`src/rtl/thermal_refresh_ctrl.sv`:
```
module thermal_refresh_ctrl #(
  parameter int NSENS      = 4,
  parameter int TW         = 8,
  parameter int IW         = 16,
  parameter int NBANDS     = 8,
  parameter int PW         = 4,
  parameter int WORST_IVAL = 4096,
  localparam int BW = $clog2(NBANDS)
) (
  input  logic                clk,
  input  logic                rst_n,
  input  logic [NSENS*TW-1:0] temp_code,
  input  logic [NSENS-1:0]    temp_valid,
  input  logic                cfg_we,
  input  logic [BW-1:0]       cfg_idx,
  input  logic [TW-1:0]       cfg_thresh,
  input  logic [IW-1:0]       cfg_interval,
  input  logic                refresh_done,
  output logic                refresh_req,
  output logic [PW-1:0]       backlog,
  output logic [IW-1:0]       cur_interval
);
  localparam logic [IW-1:0] WORST = IW'(WORST_IVAL);
  localparam logic [PW-1:0] BMAX  = '1;
  localparam int            STEP  = (2 ** TW) / NBANDS;

  logic [NSENS*TW-1:0] temp_q;
  logic [NSENS-1:0]    valid_q;
  logic [TW-1:0]       thr  [NBANDS];
  logic [IW-1:0]       ival [NBANDS];
  logic [TW-1:0]       hot;
  logic                any_valid;
  logic [BW-1:0]       band;
  logic [IW-1:0]       target, eff;
  logic [IW-1:0]       elapsed;
  logic                due;
  logic [BW-1:0]       idx_up, idx_dn;
  logic                cfg_ok;

  always_comb begin
    hot = '0;
    any_valid = 1'b0;
    for (int s = 0; s < NSENS; s++)
      if (valid_q[s]) begin
        any_valid = 1'b1;
        if (temp_q[s*TW +: TW] > hot) hot = temp_q[s*TW +: TW];
      end
    band = '0;
    for (int k = 0; k < NBANDS; k++)
      if (hot >= thr[k]) band = BW'(k);
  end

  assign target = any_valid ? ival[band] : WORST;
  assign eff    = (target < cur_interval) ? target : cur_interval;
  assign due    = ({1'b0, elapsed} + 1'b1) >= {1'b0, eff};

  assign idx_up = cfg_idx + 1'b1;
  assign idx_dn = cfg_idx - 1'b1;
  assign cfg_ok = (cfg_interval != '0)
               && (cfg_idx == '0 || cfg_thresh > thr[idx_dn])
               && (cfg_idx == BW'(NBANDS - 1) || cfg_thresh < thr[idx_up]);

  always_ff @(posedge clk or negedge rst_n)
    if (!rst_n) begin
      temp_q  <= '0;
      valid_q <= '0;
      for (int k = 0; k < NBANDS; k++) begin
        thr[k]  <= TW'(k * STEP);
        ival[k] <= WORST;
      end
    end else begin
      temp_q  <= temp_code;
      valid_q <= temp_valid;
      if (cfg_we && cfg_ok) begin
        thr[cfg_idx]  <= cfg_thresh;
        ival[cfg_idx] <= cfg_interval;
      end
    end

  always_ff @(posedge clk or negedge rst_n)
    if (!rst_n) begin
      elapsed      <= '0;
      cur_interval <= WORST;
    end else if (due) begin
      elapsed      <= '0;
      cur_interval <= target;
    end else begin
      elapsed <= elapsed + 1'b1;
      if (target < cur_interval) cur_interval <= target;
    end

  always_ff @(posedge clk or negedge rst_n)
    if (!rst_n) backlog <= '0;
    else case ({due, refresh_done && refresh_req})
      2'b10:   if (backlog != BMAX) backlog <= backlog + 1'b1;
      2'b01:   backlog <= backlog - 1'b1;
      default: backlog <= backlog;
    endcase

  assign refresh_req = backlog != '0;
endmodule


```
`config.mk`:
```
export PLATFORM = sky130hd
export DESIGN_NAME = thermal_refresh_ctrl
export DESIGN_NICKNAME = d
export VERILOG_FILES = /design/src/rtl/thermal_refresh_ctrl.sv
export SDC_FILE = /design/constraint.sdc
export NUM_CORES = 1
export LEC_CHECK = 0
export BUFFER_PORTS_ARGS = -buffer_cell sky130_fd_sc_hd__buf_2
export CORE_MARGIN = 4
export CORE_UTILIZATION = 35
export DETAILED_ROUTE_END_ITERATION = 16
export PLACE_DENSITY_LB_ADDON = 0.2
export SLEW_MARGIN = 0
export SYNTH_ARGS = -nofsm -noshare
export SYNTH_HDL_FRONTEND = slang
export SYNTH_SLANG_ARGS = --single-unit
```
`constraint.sdc`:
```
create_clock -name clk -period 21.6 [get_ports clk]
set_input_delay 5.4 -clock clk [delete_from_list [all_inputs] [get_ports clk]]
set_output_delay 5.4 -clock clk [all_outputs]
set_load 0.005 [all_outputs]
```
======== Word level (Yosys, flattened, before mapping) ========
Index checks and enable logic that the tools add are counted.
operators by class
  add/sub/neg operators ................... 6
  multiply operators ...................... 0
  divide/modulo/power cells ............... 0
  order comparisons ....................... 20
  eq/ne operators ......................... 5
  shift-type cells ........................ 0
  muxes and demuxes ....................... 40
  bitwise logic cells ..................... 4
  reductions and logical operators ........ 12
operator list
  cell                                                count
  bitwise mux 128 bit                                 1
  two-way mux 16 bit                                  7
  two-way mux 8 bit                                   13
  bitwise mux 64 bit                                  1
  >= comparator 8 bit                                 7
  binary-select mux 16 bit (select 3 bit)             1
  binary-select mux 8 bit (select 3 bit)              2
  demux 16 bit (select 3 bit)                         1
  > comparator 8 bit                                  4
  demux 8 bit (select 3 bit)                          1
  two-way mux 3 bit                                   6
  adder 16 x 1 -> 17 bit, second input constant       1
  >= comparator 17 x 16 -> 1 bit                      1
  adder 16 x 1 -> 16 bit, second input constant       1
  >= comparator 4 bit, second input constant          4
  < comparator 16 bit                                 1
  inverter 3 -> 4 bit                                 4
  nonzero test 16 bit                                 1
  > comparator 8 x 1 -> 1 bit, second input constant  1
  < comparator 8 bit                                  1
  one-hot mux 4 bit (2 select lines)                  1
  logical AND 1 bit                                   5
  two-way mux 1 bit                                   5
  adder 4 x 1 -> 4 bit, second input constant         1
  15 further kinds                                    16
storage, ports and cells
  flip-flop bits (word level) ............. 264
  bits in latches ......................... 0
  memory bits (writable) .................. 0
  bits in read-only memories .............. 0
  input bits .............................. 67
  memories ................................ 0

======== Logic depth before layout (Yosys ltp) ========
  word-level depth ........................ 31
  mapped depth ............................ 75
  gate-level depth less buffers ........... 67

======== Worst setup path before layout ========
No wires, ideal clock.
  path type ............................... flip-flop to flip-flop
  start ................................... reg valid_q[0]
  end ..................................... reg backlog[3]
  library setup time ...................... 138 ps
  arrival ................................. 11975 ps
  data required time ...................... 21462 ps
  path slack .............................. 9487 ps
  cell stages (with the launch flop) ...... 73
  buffers on the path ..................... 8
  path through ............................ dfrtp_1 -> clkbuf_1 -> nand2_1 -> ha_1 -> nor2b_1 -> o21ai_0 -> nand2b_1 -> a21oi_1 -> o21ai_0 -> o211a_1 -> clkbuf_1 -> nand2_1 -> o21ai_0 -> inv_1 -> ha_1 -> nor2b_1 -> o21ai_0 -> nand2b_1 -> [37 not listed] -> ha_1 -> nor2b_1 -> o21ai_0 -> a21boi_0 -> o21ai_0 -> a21o_1 -> a211oi_1 -> a31o_2 -> buf_1 -> nand2b_1 -> inv_1 -> ha_1 -> a21o_1 -> a21oi_1 -> xnor2_1 -> nand2_1 -> o211ai_1 -> o31ai_1
on the way
  longest elaborated chain between the ends .. 29
  elaborated cells between the ends (all ways) .. 42
  those cells by class .................... 12 x order compare; 3 x eq/ne; 24 x mux; 1 x bitwise; 2 x reduce/logical
ends and longest elaborated chain
  item                                                                          line  text
  from (decl)                                                                   28    logic [NSENS-1:0] valid_q;
  from (signal assigned)                                                        73    valid_q <= temp_valid;
  two-way mux 8 bit                                                             44    if (valid_q[s]) begin
  > comparator 8 bit                                                            46    if (temp_q[s*TW +: TW] > hot) hot = temp_q[s*TW +: TW];
  two-way mux 8 bit                                                             46
  two-way mux 8 bit                                                             44
  > comparator 8 bit                                                            46
  two-way mux 8 bit                                                             46
  two-way mux 8 bit                                                             44
  > comparator 8 bit                                                            46
  [12 not listed]                                                               --
  two-way mux 16 bit (not written as such) (2 in a row)                         53    assign target = any_valid ? ival[band] : WORST;
  two-way mux 16 bit *                                                          53
  < comparator 16 bit                                                           54    assign eff = (target < cur_interval) ? target : cur_interval;
  two-way mux 16 bit *                                                          --
  >= comparator 17 x 16 -> 1 bit *                                              55    assign due = ({1'b0, elapsed} + 1'b1) >= {1'b0, eff};
  equality test 2 bit / equality test 2 x 1 -> 1 bit (equally long branches)    94    else case ({due, refresh_done && refresh_req})
  inequality test 2 bit (no line) / nonzero test 2 bit (equally long branches)  --
  AND reduction 2 bit (no line)                                                 --
  to (signal assigned)                                                          95    2'b10: if (backlog != BMAX) backlog <= backlog + 1'b1;
  to (signal assigned)                                                          96    2'b01: backlog <= backlog - 1'b1;
  to (signal assigned)                                                          97    default: backlog <= backlog;
  to (decl)                                                                     20    output logic [PW-1:0] backlog,
Every way passes the cells marked *; elsewhere a longest branch is shown, timed or not. The select of a mux whose other input is x is not followed.
A chain may end at the register's enable or synchronous reset.

======== Worst setup path after layout ========
Same ends and word-level chain as after synthesis.

==> impl.org <==
** Timing
- Top achievable clock speed :: 70.0 MHz
- The count of final hold-check violations came to 0.
- Period minus WS final :: 14.29 ns
- Unrepaired setup endpoints after global routing :: false
- Worst slew pin tran :: around 1.2 ns
- The total count of max-transition violations in the final report was 0.
- Setup slack on the critical path of the routed design comes to 7.31 ns.
- Slew Limit Headroom :: 0.201
- Part of the cycle the worst path needs :: 0.662
- For the final database, setup skew stands at 0.0234 ns.
- Setup violations remaining at the end of the flow were counted as 0.
- The tightest hold path in the finished design has a slack of 0.489 ns.
- Setup tns final :: 0 ns

** Floorplanning
- Horiz. Die Dim :: 218 µm
- Starting Density :: 0.356
- Number of cell rows :: between 70 and 80
- Area of the die :: 47,400 µm²
- Die H :: between 200 and 250 µm
- 88 I/O pins were placed.
- The region available for standard cell placement spans 43,300 µm².

** Critical path
- Library cell contributing the largest single delay on the critical path :: sky130_fd_sc_hd__o21ai_0
- The startpoint identified for the worst register-to-register timing path is valid_q[0].
- For the worst setup path, the data arrival time is 14.71 ns.
- Maximum net fanout on the critical path :: 33
- Register-to-register setup slack :: 7.31 ns
- Startpoint kind of the worst setup timing path :: flop
- Logic depth of the worst register-to-register path :: 64
- The worst setup path is captured at a flop.
- The endpoint identified for the worst register-to-register timing path is backlog[3].
- Largest delay share family, worst path :: compound AO/OA/AOI/OAI gates
- Type of the setup path with the least slack :: reg2reg
- Most frequent cell on the critical path :: sky130_fd_sc_hd__o21ai_0
- Data on the critical path is required at its endpoint by 22.02 ns.
- The largest single stage delay on the critical path is 0.98 ns.
- Number of buffers and inverters on the critical path :: 4

** Clock network
- Clock tree synthesis inserted a total of 30 buffers.
- Insertion delay to the later sink of the worst-skew pair :: 0.58 ns
- Total number of clock tree sinks :: 264
- Maximum clock insertion buffer count :: 3
- In this run the number of H-tree levels came out at 1.
- TritonCTS built the clock tree.
- Number of hold buffers added after CTS :: 0
- Number of setup buffers added after CTS :: 0
- Clock tree root buffer cell :: sky130_fd_sc_hd__clkbuf_16
- After clock tree synthesis, the repair step resized 0 gates.
- Clock Pin Slew Worst Setup and Hold Paths :: 0.06 ns

** Drt
- Iteration-0 DRC count of the detailed router :: about 550
- In the final routing, the length of wire on met1 measures 18,200 µm.
- Drt pass-1 iters :: 4
- Dividing the detail-routed wire length by the instance count gives 19.6 µm.
- Wire segments on met3 add up to 1340 µm in the final route.
- For this run, design rule violations remaining after detail routing come to 0.
- Met2 WL :: 18,000 µm
- Average vias per placed instance :: 5.16
- For this block, the via count after detailed routing is 10,100.
- Highest routed layer :: met5
- Post-Route WL :: 38,400 µm
- The count of nets left with antenna violations once routing finished came out at 0.

** Synth
- The largest total area in the synthesized netlist belongs to sky130_fd_sc_hd__dfrtp_1.
- Avg Synthesized Cell Area :: 12.1 µm²
- Number of flops mapped to enable cells by yosys :: 0
- Synthesis produced a netlist with a net count of 1,474.
- After synthesis the cells add up to 15,400 µm².
- Async set-or-reset flop fraction in the synthesized netlist :: 1.00
- Post-synthesis sequential element count :: 264
- For this run, the leading register cell type out of synthesis is sky130_fd_sc_hd__dfrtp_1.
- Commonest cells in the synthesized netlist :: sky130_fd_sc_hd__dfrtp_1, sky130_fd_sc_hd__mux2_2, sky130_fd_sc_hd__ha_1
- Total of warnings raised by yosys :: 0
- The most common cell in the synthesized netlist is sky130_fd_sc_hd__dfrtp_1.
- Yosys mapped the design onto 65 distinct sky130hd cell types.
- Biggest area contributors in the synthesized netlist :: sky130_fd_sc_hd__dfrtp_1, sky130_fd_sc_hd__mux2_2, sky130_fd_sc_hd__ha_1
- Cell count after synthesis :: approximately 1,300
- For this run, the register share of the synthesized area comes to 0.431.
- Area fraction of the dominant cell type after synthesis :: 0.395

** Pwr
- Share of total power in the clock network :: 0.170
- Reported net switching power :: 0.00137 W
- The internal power of the cells totals 0.00193 W.
- VDD sags by at most between 0.1 and 0.15 mV.
- For this design the ratio of total power to cell area is 188 nW/µm².
- Sw frac :: 0.415
- Static leakage :: between 8 and 9 nW
- Relative contribution of sequential cells to total power :: 0.265
- The share of total power dissipated in combinational logic is 0.565.

** Placement
- Prior to clock tree synthesis, the placed netlist has a worst setup slack of 7.27 ns.
- The count of buffers added on input and output ports is 87.
- Total instance count after detailed placement :: 1,906
- Final RePlAce weighted congestion :: 0.828
- In this run the cell area measured after placement is 16,400 µm².
- Final HPWL from detailed placement :: between 20,000 and 30,000 µm

** Finish
- Final net count :: 1,554
- Proportion of layout cells with a drive suffix above 1 :: 0.293
- The count of cells in the finished layout, fillers not included, comes to 1,963.
- Syn-to-layout area delta :: 13.5%
- The finished cells cover 17,500 µm².

** GRT
- For this run the aggregate overflow at the end of global routing stands at 0.
- In the global route stage, overall resource usage came out at 0.164.
- Pin count of the biggest net entering global routing :: 119
- Initial antenna violation count :: 2
- The first global-routing pass estimated between 60,000 and 70,000 µm of wire.
- The number of global-route vias before repair is 11,000.

** Min path
- Class of the worst hold path :: reg2reg
- Launch point of the worst hold path :: ival[74]
- The path with the worst hold slack has its endpoint at ival[74].
- Counting instances, the worst hold path has a depth of 1.

** Job
- Across the run, the number of max-cap violations was 0.

** Outcome
- Status :: completed
## per-stage QoR
step                      total power [W]  utilization
final                             0.00329        0.404
after global routing              0.00361        0.404
after floorplan                   0.00228            -
after global placement            0.00272        0.379
after detailed placement          0.00276        0.379
after CTS                         0.00334        0.404
## logic make-up (layout without fill, tap and decap cells)
kind of cell / after synthesis / count (layout) / synth area share
AO/OA/AOI/OAI: 206 / 206 / 0.0892
XOR/XNOR: 19 / 19 / 0.0108
adder cells (fa/ha/maj): 134 / 134 / 0.109
buffers and inverters: 156 / 260 / 0.0469
flip-flops: 264 / 264 / 0.431
multiplexers: 326 / 326 / 0.246
other: 0 / 1 / 0
AND/OR/NAND/NOR: 168 / 168 / 0.0668
## cells in the final DEF (no fill, tap or decap), types with 4 or more instances in the layout
cell type / Yosys / layout
sky130_fd_sc_hd__xnor2_1: 14 / 14
sky130_fd_sc_hd__and3_1: 10 / 10
sky130_fd_sc_hd__nand3_1: 18 / 18
sky130_fd_sc_hd__nor2b_1: 22 / 22
sky130_fd_sc_hd__nor2_1: 29 / 29
sky130_fd_sc_hd__bufinv_16: 0 / 5
sky130_fd_sc_hd__clkbuf_8: 0 / 7
sky130_fd_sc_hd__o21ai_0: 51 / 50
sky130_fd_sc_hd__mux4_2: 18 / 18
sky130_fd_sc_hd__buf_2: 13 / 86
sky130_fd_sc_hd__mux2_2: 170 / 170
sky130_fd_sc_hd__ha_1: 133 / 133
sky130_fd_sc_hd__o31ai_1: 5 / 5
sky130_fd_sc_hd__clkinv_2: 0 / 6
sky130_fd_sc_hd__xor2_1: 5 / 5
sky130_fd_sc_hd__o21a_1: 8 / 8
sky130_fd_sc_hd__dfstp_2: 21 / 21
sky130_fd_sc_hd__a2111oi_0: 6 / 6
sky130_fd_sc_hd__a211oi_1: 4 / 4
sky130_fd_sc_hd__mux2_4: 17 / 17
sky130_fd_sc_hd__dfrtp_1: 243 / 243
sky130_fd_sc_hd__a31oi_1: 5 / 5
sky130_fd_sc_hd__o211ai_1: 5 / 5
sky130_fd_sc_hd__nand2b_1: 16 / 16
sky130_fd_sc_hd__a21o_1: 24 / 24
sky130_fd_sc_hd__mux2_1: 9 / 9
sky130_fd_sc_hd__nand4_4: 6 / 6
sky130_fd_sc_hd__mux2i_1: 112 / 112
sky130_fd_sc_hd__nand2_1: 35 / 35
sky130_fd_sc_hd__buf_4: 4 / 15
sky130_fd_sc_hd__a21oi_1: 39 / 39
sky130_fd_sc_hd__nor4_1: 6 / 5
sky130_fd_sc_hd__nand4_1: 13 / 13
sky130_fd_sc_hd__inv_1: 101 / 101
sky130_fd_sc_hd__a221oi_1: 16 / 16
sky130_fd_sc_hd__o22ai_1: 14 / 14
sky130_fd_sc_hd__clkbuf_16: 0 / 31
## worst max path at each step
stage	depth (start not counted)	from	to
2_1_floorplan	72	valid_q[0]	backlog[3]
3_3_place_gp	65	valid_q[0]	backlog[3]
3_5_place_dp	64	valid_q[0]	backlog[3]
4_1_cts	64	valid_q[0]	backlog[3]
5_1_grt	64	valid_q[0]	backlog[3]
6_report	64	valid_q[0]	backlog[3]
## cell type report
| type | count | area (µm²) |
|---|---|---|
| Fill cell | 4095 | 25800 |
| Tap cell | 585 | 732 |
| Timing Repair Buffer | 102 | 558 |
| Inverter | 102 | 383 |
| Multi-Input combinational cell | 853 | 8080 |
| Antenna cell | 1 | 2.50 |
| Sequential cell | 264 | 6630 |
| Clock inverter | 17 | 229 |
| Clock buffer | 39 | 876 |
## power groups by stage
stage / registers (W) / logic (W) / clock network, W
after detailed placement: 0.000878 / 0.00188 / 0
after global routing: 0.000900 / 0.00211 / 0.000599
after global placement: 0.000871 / 0.00185 / 0
after CTS: 0.000870 / 0.00189 / 0.000577
final: 0.000872 / 0.00186 / 0.000560
after floorplan: 0.000829 / 0.00145 / 0
## registers in the layout (all words and copies together), names as in the netlist
signal and flops:
elapsed 16, cur_interval 16, backlog 4, thr 64, temp_q 32, ival 128, valid_q 4
## routing by layer
layer,up-vias,global-route usage
li1,4834,-
met2,136,0.274
met3,52,0.0248
met4,2,0.0318
met1,5097,0.229
met5,-,0
## worst register-to-register path, delay by kind of cell, from the launching register on
kind	cells	cell delay (ns)
compound gates	39	7.91
xor+xnor	1	0.16
fa+ha+maj	7	2.15
buf+inv	4	0.48
flops	1	0.51
mux	1	0.29
simple gates	12	2.61
Note: power is estimated with default switching activity, not from simulation.
